$ cat config.mk
export PLATFORM = sky130hd
export DESIGN_NAME = lockable_prescaler
export DESIGN_NICKNAME = d
export VERILOG_FILES = /design/src/rtl/lockable_prescaler.sv
export SDC_FILE = /design/constraint.sdc
export NUM_CORES = 1
export LEC_CHECK = 0
export ABC_AREA = 1
export ABC_CLOCK_PERIOD_IN_PS = 2810
export CORE_ASPECT_RATIO = 1.25
export CORE_UTILIZATION = 60
export CTS_BUF_LIST = sky130_fd_sc_hd__clkbuf_16
export DETAILED_ROUTE_END_ITERATION = 6
export DONT_BUFFER_PORTS = 1
export PLACE_DENSITY = 0.8
export SYNTH_ARGS = -nofsm -noshare
export SYNTH_HDL_FRONTEND = slang
export SYNTH_SLANG_ARGS = --single-unit
$ cat constraint.sdc
create_clock -name clk -period 2.81 [get_ports clk]
set_clock_uncertainty 0.15 [all_clocks]
set_input_delay 0.4215 -clock clk [delete_from_list [all_inputs] [get_ports clk]]
set_output_delay 0.4215 -clock clk [all_outputs]
set_load 0.02 [all_outputs]
$ cat src/rtl/lockable_prescaler.sv
module lockable_prescaler #(
  parameter int DIV_W = 11,
  parameter logic [7:0] NV_HI_INIT = 8'h80,
  parameter logic [7:0] NV_LO_INIT = 8'h05
) (
  input  logic       clk,
  input  logic       rst_n,
  input  logic       ref_en,
  input  logic       reg_sel,
  input  logic       wr_en,
  input  logic [7:0] wr_data,
  output logic [7:0] rd_data,
  input  logic       latch_active,
  input  logic       nv_sel,
  input  logic       nv_prog,
  input  logic       nv_erase,
  input  logic [7:0] nv_data,
  output logic       nv_err,
  output logic       tick
);
  localparam int HI_W = DIV_W - 8;
  localparam logic [7:0] HI_MASK = 8'h80 | ((8'd1 << HI_W) - 8'd1);

  logic             sec_q;
  logic [DIV_W-1:0] div_q;
  logic [DIV_W-1:0] cnt_q;
  logic             tick_q;
  logic             err_q;
  logic [7:0]       nv_hi_q = NV_HI_INIT & HI_MASK;
  logic [7:0]       nv_lo_q = NV_LO_INIT;

  wire wr_ok  = wr_en & ~latch_active & sec_q;
  wire nv_req = nv_prog | nv_erase;
  wire wrap   = (div_q <= DIV_W'(1)) | (cnt_q >= div_q - DIV_W'(1));

  always_ff @(posedge clk) begin
    if (!rst_n) begin
      sec_q <= nv_hi_q[7];
      div_q <= {nv_hi_q[HI_W-1:0], nv_lo_q};
    end else if (wr_ok) begin
      if (reg_sel) begin
        sec_q            <= wr_data[7];
        div_q[DIV_W-1:8] <= wr_data[HI_W-1:0];
      end else begin
        div_q[7:0] <= wr_data;
      end
    end
  end

  always_ff @(posedge clk) begin
    if (!rst_n) begin
      cnt_q  <= '0;
      tick_q <= 1'b0;
    end else if (wr_ok) begin
      cnt_q  <= '0;
      tick_q <= 1'b0;
    end else if (ref_en) begin
      cnt_q  <= wrap ? '0 : cnt_q + DIV_W'(1);
      tick_q <= wrap;
    end else begin
      tick_q <= 1'b0;
    end
  end

  always_ff @(posedge clk) begin
    if (!rst_n) begin
      err_q <= 1'b0;
    end else begin
      err_q <= nv_req & ~sec_q;
    end
  end

  always_ff @(posedge clk) begin
    if (rst_n && nv_req && sec_q) begin
      if (nv_sel) nv_hi_q <= nv_erase ? HI_MASK : (nv_hi_q & nv_data & HI_MASK);
      else        nv_lo_q <= nv_erase ? 8'hFF   : (nv_lo_q & nv_data);
    end
  end

  assign rd_data = reg_sel ? {sec_q, {(7-HI_W){1'b0}}, div_q[DIV_W-1:8]} : div_q[7:0];
  assign tick    = tick_q;
  assign nv_err  = err_q;
endmodule

### Yosys cells after proc, flatten, opt, wreduce, memory -nomap -nowiden

Index checks and enable logic that the tools add are counted.

* $lt $le $gt $ge: 2
* equality and inequality tests: 3
* add/subtract/negate cells: 2
* reductions and logical operators: 8
* multiplexer cells: 9
* bitwise logic cells: 12

Operators with widths (count)
* two-way mux 11 bit: 3
* bitwise AND 8 bit: 2
* two-way mux 8 bit: 2
* adder 11 x 1 -> 11 bit (second input constant): 1
* greater-or-equal comparator 11 bit: 1
* less-or-equal comparator 11 x 1 -> 1 bit (second input constant): 1
* subtractor 11 x 1 -> 11 bit (second input constant): 1
* AND reduction 2 bit: 4
* inverter 1 bit: 5
* != test 2 x 1 -> 1 bit (second input constant): 2
* bitwise AND 1 bit: 3
* two-way mux 1 bit: 3
* two-way mux 3 bit: 1
* OR reduction 3 bit: 1
* logical AND 1 bit: 2
* != test 2 bit (second input constant): 1
* bitwise OR 1 bit: 2
* OR reduction 2 bit: 1

* logic and storage cells: 45
* output and inout bits: 10
* input bits: 25
* register bits: 41

### Depth between registers and ports, before layout

Gate-level depths: netlist of the first run.

* depth after elaboration: 5
* depth in mapped cells: 18
* depth with buffers taken out: 17

### Worst setup path after synthesis of the first run

OpenSTA, ideal clock, no wires.

* path type: register -> register
* start: reg div_q[0]
* end: reg cnt_q[1]
* path slack: 0.409 ns
* cell stages (with the launch flop): 18
* arrival: 2.189 ns
* required time: 2.598 ns
* period minus slack after synthesis: 2.401 ns
* buffers on the path: 1
* library setup time: 0.062 ns
* cells stage by stage: edfxtp_1 -> inv_1 -> ha_1 -> nand2_1 -> nor2_1 -> nand3_1 -> a21oi_1 -> ha_1 -> nand2_2 -> inv_1 -> a21oi_1 -> nand2_1 -> nor2_2 -> nand2_1 -> nand2_2 -> nand2_2 -> buf_6 -> nor2_2

* longest elaborated chain between the ends: 4
* elaborated cells on any way between the ends: 5
* those cells by class: 1 x add/sub; 2 x order compare; 1 x mux; 1 x bitwise

Ends and longest elaborated chain
* start: declaration: line 25 `logic [DIV_W-1:0] div_q;`
* start signal: assignment: line 39 `div_q <= {nv_hi_q[HI_W-1:0], nv_lo_q};`
* start signal: indexed assignment: line 43 `div_q[DIV_W-1:8] <= wr_data[HI_W-1:0];`
* start signal: assignment: line 45 `div_q[7:0] <= wr_data;`
* subtractor 11 x 1 -> 11 bit: line 34 `wire wrap = (div_q <= DIV_W'(1)) | (cnt_q >= div_q - DIV_W'(1));`
* greater-or-equal comparator 11 bit: line 34
* bitwise OR 1 bit (*): line 34
* two-way mux 11 bit (*): line 58 `cnt_q <= wrap ? '0 : cnt_q + DIV_W'(1);`
* end signal: assignment: line 58
* end: declaration: line 26 `logic [DIV_W-1:0] cnt_q;`

Every way passes the cells marked *; elsewhere a longest branch is shown, timed or not.
A chain may end at the register's enable or synchronous reset.

### Worst setup path in the final report of the first run

* start: reg div_q[0]
* end: reg cnt_q[0]

The elaborated chain is that of the path after synthesis.

==> results of run 1 <==
-- cell families after synthesis --
logic type	count (synthesis)	synth area share [%]
AO/OA/AOI/OAI	28	6.44
XOR/XNOR	15	5.88
adder cells (fa/ha/maj)	14	7.84
buffers and inverters	48	8.85
flip-flops	37	43.9
multiplexers	1	0.448
AND/OR/NAND/NOR	125	26.6
-- placed cells by master, fill, tap and decap left out, drive strengths merged, types with 5 or more instances in the layout --
| master | count |
|---|---|
| nand3 | 6 |
| nor2 | 42 |
| ha | 14 |
| inv | 44 |
| dfxtp | 13 |
| xor2 | 12 |
| nor3 | 5 |
| o21ai | 23 |
| a21oi | 5 |
| clkbuf | 5 |
| edfxtp | 24 |
| nand2 | 68 |
-- area by class of cell --
| cell class | instances | area [µm²] |
|---|---|---|
| Inverter | 42 | 160 |
| Timing Repair Buffer | 3 | 22.5 |
| Fill cell | 269 | 1100 |
| Sequential cell | 37 | 981 |
| Clock buffer | 5 | 125 |
| Clock inverter | 3 | 11.3 |
| Tap cell | 39 | 48.8 |
| Multi-Input combinational cell | 183 | 1060 |
-- layer usage --
metal	track usage [%]	up-vias	routed length (µm)
li1	-	849	-
met1	21.4	729	1590
met2	39.1	34	2240
met3	7.04	10	167
met4	13.0	0	90
met5	0	-	0
-- worst max-delay path, delay by kind of cell (launching register included) --
family | cells | cell delay [ns]
simple gates | 10 | 1.10
compound gates | 1 | 0.19
xor+xnor | 1 | 0.10
buf+inv | 2 | 0.21
flops | 1 | 0.41
fa+ha+maj | 1 | 0.30
-- power by group through the flow --
stage / logic [µW] / clock network (µW) / registers (µW)
floorplan: 120 / 0 / 632
global placement: 134 / 0 / 636
detailed placement: 137 / 0 / 637
CTS: 139 / 517 / 626
global route: 159 / 543 / 627
finish: 141 / 508 / 625
-- worst min path at each step --
stage	startpoint	to	slack, ns	cells after the start
2_1_floorplan	sec_q	nv_err	0.32	1
3_3_place_gp	sec_q	nv_err	0.35	1
3_5_place_dp	sec_q	nv_err	0.37	1
4_1_cts	ref_en	tick	0.14	2
5_1_grt	ref_en	cnt_q[0]	0.17	2
6_report	ref_en	cnt_q[0]	0.15	2
-- stage by stage --
stage / std cells / util, % / hold slack, ns / instance area, µm²
finish: 312 / 68.6 / 0.151 / 2410
global route: 312 / 68.6 / 0.171 / 2410
CTS: 311 / 68.2 / 0.142 / 2400
detailed placement: 303 / 64.3 / 0.367 / 2260
global placement: 303 / 64.3 / 0.349 / 2260
floorplan: 268 / - / 0.315 / 2230
-- sequential cells by signal (all words and copies together) (netlist names) --
name and cells:
sec_q 1, nv_lo_q 8, cnt_q 11, tick 1, nv_err 1, nv_hi_q 4, div_q 11
-- repair_timing --
action / CTS / global route
setup buffers: 0 / 1
resized for setup: 0 / 2
endpoints found under the setup margin: 0 / 11
==> impl_metrics.csv, run 1 <==
group,metric,value,unit
power,p_leak,0.00107,µW
die,die_h,70.2,µm
sta,final_max_slew_viol_count,0,
sta,period_minus_slack,2.58,ns
synthesis,synth_edf_count,24,
route,wirelength,4090,µm
global_routing,antenna_found_initial,0,
sta,setup_violations,0,
synthesis,seq_area_frac_synth,43.9,%
sta,worst_pin_slew,0.751,ns
die,die_area,3970,µm²
power,pwr-share-clk,39.9,%
critical_path,ff2ff_setup_slack,0.23,ns
global_routing,first_global_vias,1511,
power,power_density,528,nW/µm²
sta,worst_slack,0.231,ns
synthesis,yosysWarningCount,0,
die,io_pins,35,
sta,slew_headroom,49.4,%
global_routing,track_usage,21.9,%
placement,gp_congestion,0.939,
critical_path,critPathMaxFanout,11,
critical_path,critPathSlowestCell,"edfxtp_1",
synthesis,synth_seq_cells,37,
critical_path,cp.arrival,2.60,ns
synthesis,async_reset_ff_share,0,%
synthesis,synth_commonest_cells,"nand2_1 (62), inv_1 (38), nor2_1 (25)",
synthesis,synth_top_area_share,32.3,%
layout,diodes,0,
critical_path,r2r_end,"cnt_q[0]",
critical_path,endpoint_kind,"register",
placement,post-place-ws,0.139,ns
power,seq_power_share,49.1,%
min_path,min_path_type,"primary input to register",
synthesis,syn_nets,307,
sta,tns,0,ns
synthesis,synth_cell_types,27,
route,ant_nets,0,
power,swShare,23.8,%
route,detail_route.wl_per_cell,13.1,µm
synthesis,synth_ff_type,"edfxtp_1",
die,fp.dieW,56.6,µm
critical_path,start_kind,"register",
global_routing,grt_max_degree,20,
sta,fin_crit_sh,91.8,%
clock_network,cts_buffer_depth,2,
clock_network,htreeDepth,2,
clock_network,cts_tree,"built",
sta,hold_viol,0,
clock_network,cts_made_buffers,5,
sta,grt_setup_unrepaired,"no",
synthesis,synthTopCellsByArea,"edfxtp_1 (32%), dfxtp_1 (12%), nand2_1 (10%), ha_1 (7.8%), inv_1 (6.4%)",
run,cap_violations,0,
route,dr_total_vias,1622,
power,vdd.ir_drop.worst,0.000437,V
sta,max_freq,388,MHz
critical_path,crit_type,"register to register",
clock_network,root_buffer,"clkbuf_16",
route,viasPerCell,5.20,
die,initial_utilization,63.6,%
power,power_switching,303,µW
synthesis,syn_area,2230,µm²
route,drtIter0Drc,49,
clock_network,clk_latency,0.28,ns
critical_path,cp_cell_sequence,"buf_4 > nor2_4 > nand2_1 > nor3_1 > xor2_1 > ha_1 > nand2_2 > nor2_2 > inv_1 > a21oi_1 > nor2_2 > nand2_1 > nand2_2 > nand2_4 > nor2_1",
route,drc,0,
die,rows,24,
clock_network,cts_hold_buffers,0,
placement,portBuffers,0,
clock_network,path_clk_slew,0.05,ns
critical_path,reg2regPathDepth,15,
layout,nets,311,
global_routing,grt_pass1_wl,6400,µm
placement,post-dp-hpwl,3200,µm
layout,syn_to_final_growth,7.96,%
critical_path,r2r-start,"div_q[0]",
outcome,status,"finished, final reports clean",
critical_path,cp-startpoint,"div_q[0]",
critical_path,critPathRequiredTime,2.83,ns
power,p_comb_share,11.0,%
layout,drive_gt1_share,14.3,%
critical_path,crit_end,"cnt_q[0]",
critical_path,critPathMaxStageDelay,0.41,ns
global_routing,gr-total-overflow,0,
power,total_power,1270,µW
power,p_int,971,µW
die,core_area,3510,µm²
clock_network,cts_num_sinks,37,
synthesis,synthMostInstantiatedCell,"nand2_1",
synthesis,synthCells,268,
route,dr.pass1.iters,4,
synthesis,avgSynthCellArea,8.33,µm²
synthesis,synth_top_cell_by_area,"edfxtp_1",
No activity file was read; power rests on OpenSTA's default activity.
==> run 2, diff against run 1 <==
- ABC_CLOCK_PERIOD_IN_PS: 2810 -> unset
- clock period: 2.81 -> 2.9 ns (I/O delays scaled with it)
==> impl_metrics.csv, run 2 (synthesized netlist as in run 1, its figures left out) <==
group,metric,value,unit
outcome,status,"finished, final reports clean",
min_path,min_path_type,"primary input to register",
clock_network,cts_buffer_depth,2,
sta,tns,0,ns
die,fp.dieW,56.6,µm
clock_network,path_clk_slew,0.06,ns
route,wirelength,4180,µm
layout,layout_commonest_cell,"nand2_1",
global_routing,antenna_found_initial,0,
route,drtIter0Drc,30,
clock_network,cts_tree,"built",
critical_path,reg2regPathDepth,16,
layout,nets,309,
die,die_area,3970,µm²
min_path,hold_path.startpoint,"rst_n",
sta,period_minus_slack,2.62,ns
placement,post-dp-hpwl,3220,µm
critical_path,crit_type,"register to register",
route,drc,0,
critical_path,cp.arrival,2.69,ns
placement,gp_congestion,0.921,
sta,fin_crit_sh,90.5,%
power,vdd.ir_drop.worst,0.000672,V
global_routing,first_global_vias,1584,
min_path,worstHoldPathCells,2,
critical_path,critPathMaxStageDelay,0.44,ns
layout,drive_gt1_share,13.7,%
route,dr.pass1.iters,4,
clock_network,cts_setup_buffers,0,
sta,worst_pin_slew,0.795,ns
placement,portBuffers,0,
sta,max_freq,381,MHz
global_routing,grt_max_degree,20,
critical_path,critPathRequiredTime,2.97,ns
layout,final_cell_mix,"nand2_1 (62), inv_1 (39), nor2_1 (25)",
sta,holdWs,0.148,ns
clock_network,cts_resized,0,
critical_path,cp-startpoint,"div_q[0]",
die,io_pins,35,
layout,largestRegisters,"cnt_q x11, div_q x11, nv_lo_q x8",
critical_path,cp_num_buf_inv,2,
sta,final_max_slew_viol_count,0,
critical_path,cp_top_family,"simple AND/OR/NAND/NOR gates",
power,p_leak,0.00107,µW
global_routing,grt_pass1_wl,6760,µm
layout,diodes,0,
clock_network,cts_made_buffers,5,
route,dr_total_vias,1642,
sta,hold_viol,0,
sta,worst_slack,0.276,ns
clock_network,cts_num_sinks,37,
sta,setup_violations,0,
route,top_layer_used,"met4",
critical_path,r2r-start,"div_q[0]",
route,ant_nets,0,
critical_path,critPathMaxFanout,11,
die,die_h,70.2,µm
critical_path,start_kind,"register",
route,viasPerCell,5.30,
clock_network,htreeDepth,2,
global_routing,track_usage,22.8,%
critical_path,critPathSlowestCell,"edfxtp_1",
layout,syn_to_final_growth,8.35,%
critical_path,cp_cell_sequence,"inv_1 > ha_1 > nand2_1 > nor2_1 > nand3_1 > a21oi_1 > ha_1 > nand2_2 > inv_1 > a21oi_1 > nand2_1 > nor2_2 > nand2_1 > nand2_2 > nand2_4 > nor2_2",
route,wl_met1,1540,µm
critical_path,r2r_end,"cnt_q[10]",
power,power_density,555,nW/µm²
min_path,hold_end,"tick",
placement,post-place-ws,0.200,ns
sta,grt_setup_unrepaired,"no",
die,initial_utilization,63.6,%
clock_network,root_buffer,"clkbuf_16",
clock_network,clk_latency,0.28,ns
route,wl_met2,2320,µm
critical_path,ff2ff_setup_slack,0.28,ns
route,detail_route.wl_per_cell,13.5,µm
run,cap_violations,0,
route,met3_length,174,µm
critical_path,crit_top_cell,"nand2_1",
sta,slew_headroom,46.4,%
global_routing,gr-total-overflow,0,
die,rows,24,
die,core_area,3510,µm²
critical_path,endpoint_kind,"register",
clock_network,cts_hold_buffers,0,
## run 2: final cells by class
type,instances,area (µm²)
fill,280,1090
clock buffer,5,125
sequential,37,981
tap,39,48.8
timing repair buffer,1,7.51
multi-input combinational,183,1060
inverter,42,160
clock inverter,3,37.5
## run 2: metal layers
layer  vias up  global-route usage [%]
li1        844                       -
met1       747                    22.2
met2        38                    42.1
met3        13                    6.85
met4         0                    11.7
met5         -                       0
## run 2: worst max-delay path by stage
stage	endpoint	slack [ns]	cells past startpoint
floorplan	cnt_q[1]	0.50	17
detailed placement	cnt_q[0]	0.20	16
global placement	cnt_q[9]	0.32	16
global route	cnt_q[0]	0.04	16
CTS	cnt_q[10]	0.17	16
finish	cnt_q[10]	0.28	16
## run 2: report_power, final
part	leakage (µW)	internal [µW]	switching, µW
clock network	0.0000826	399	205
registers	0.000332	586	19.3
logic	0.000654	43.6	89.5
## run 2: stage by stage
| stage | util (%) | instance area, µm² | power, µW | instances |
|---|---|---|---|---|
| after global placement | 64.1 | 2250 | 744 | 302 |
| final | 68.9 | 2420 | 1340 | 310 |
| after global routing | 68.9 | 2420 | 1390 | 310 |
| after floorplan | - | 2230 | 729 | 268 |
| after CTS | 68.7 | 2410 | 1350 | 310 |
| after detailed placement | 64.1 | 2250 | 748 | 302 |
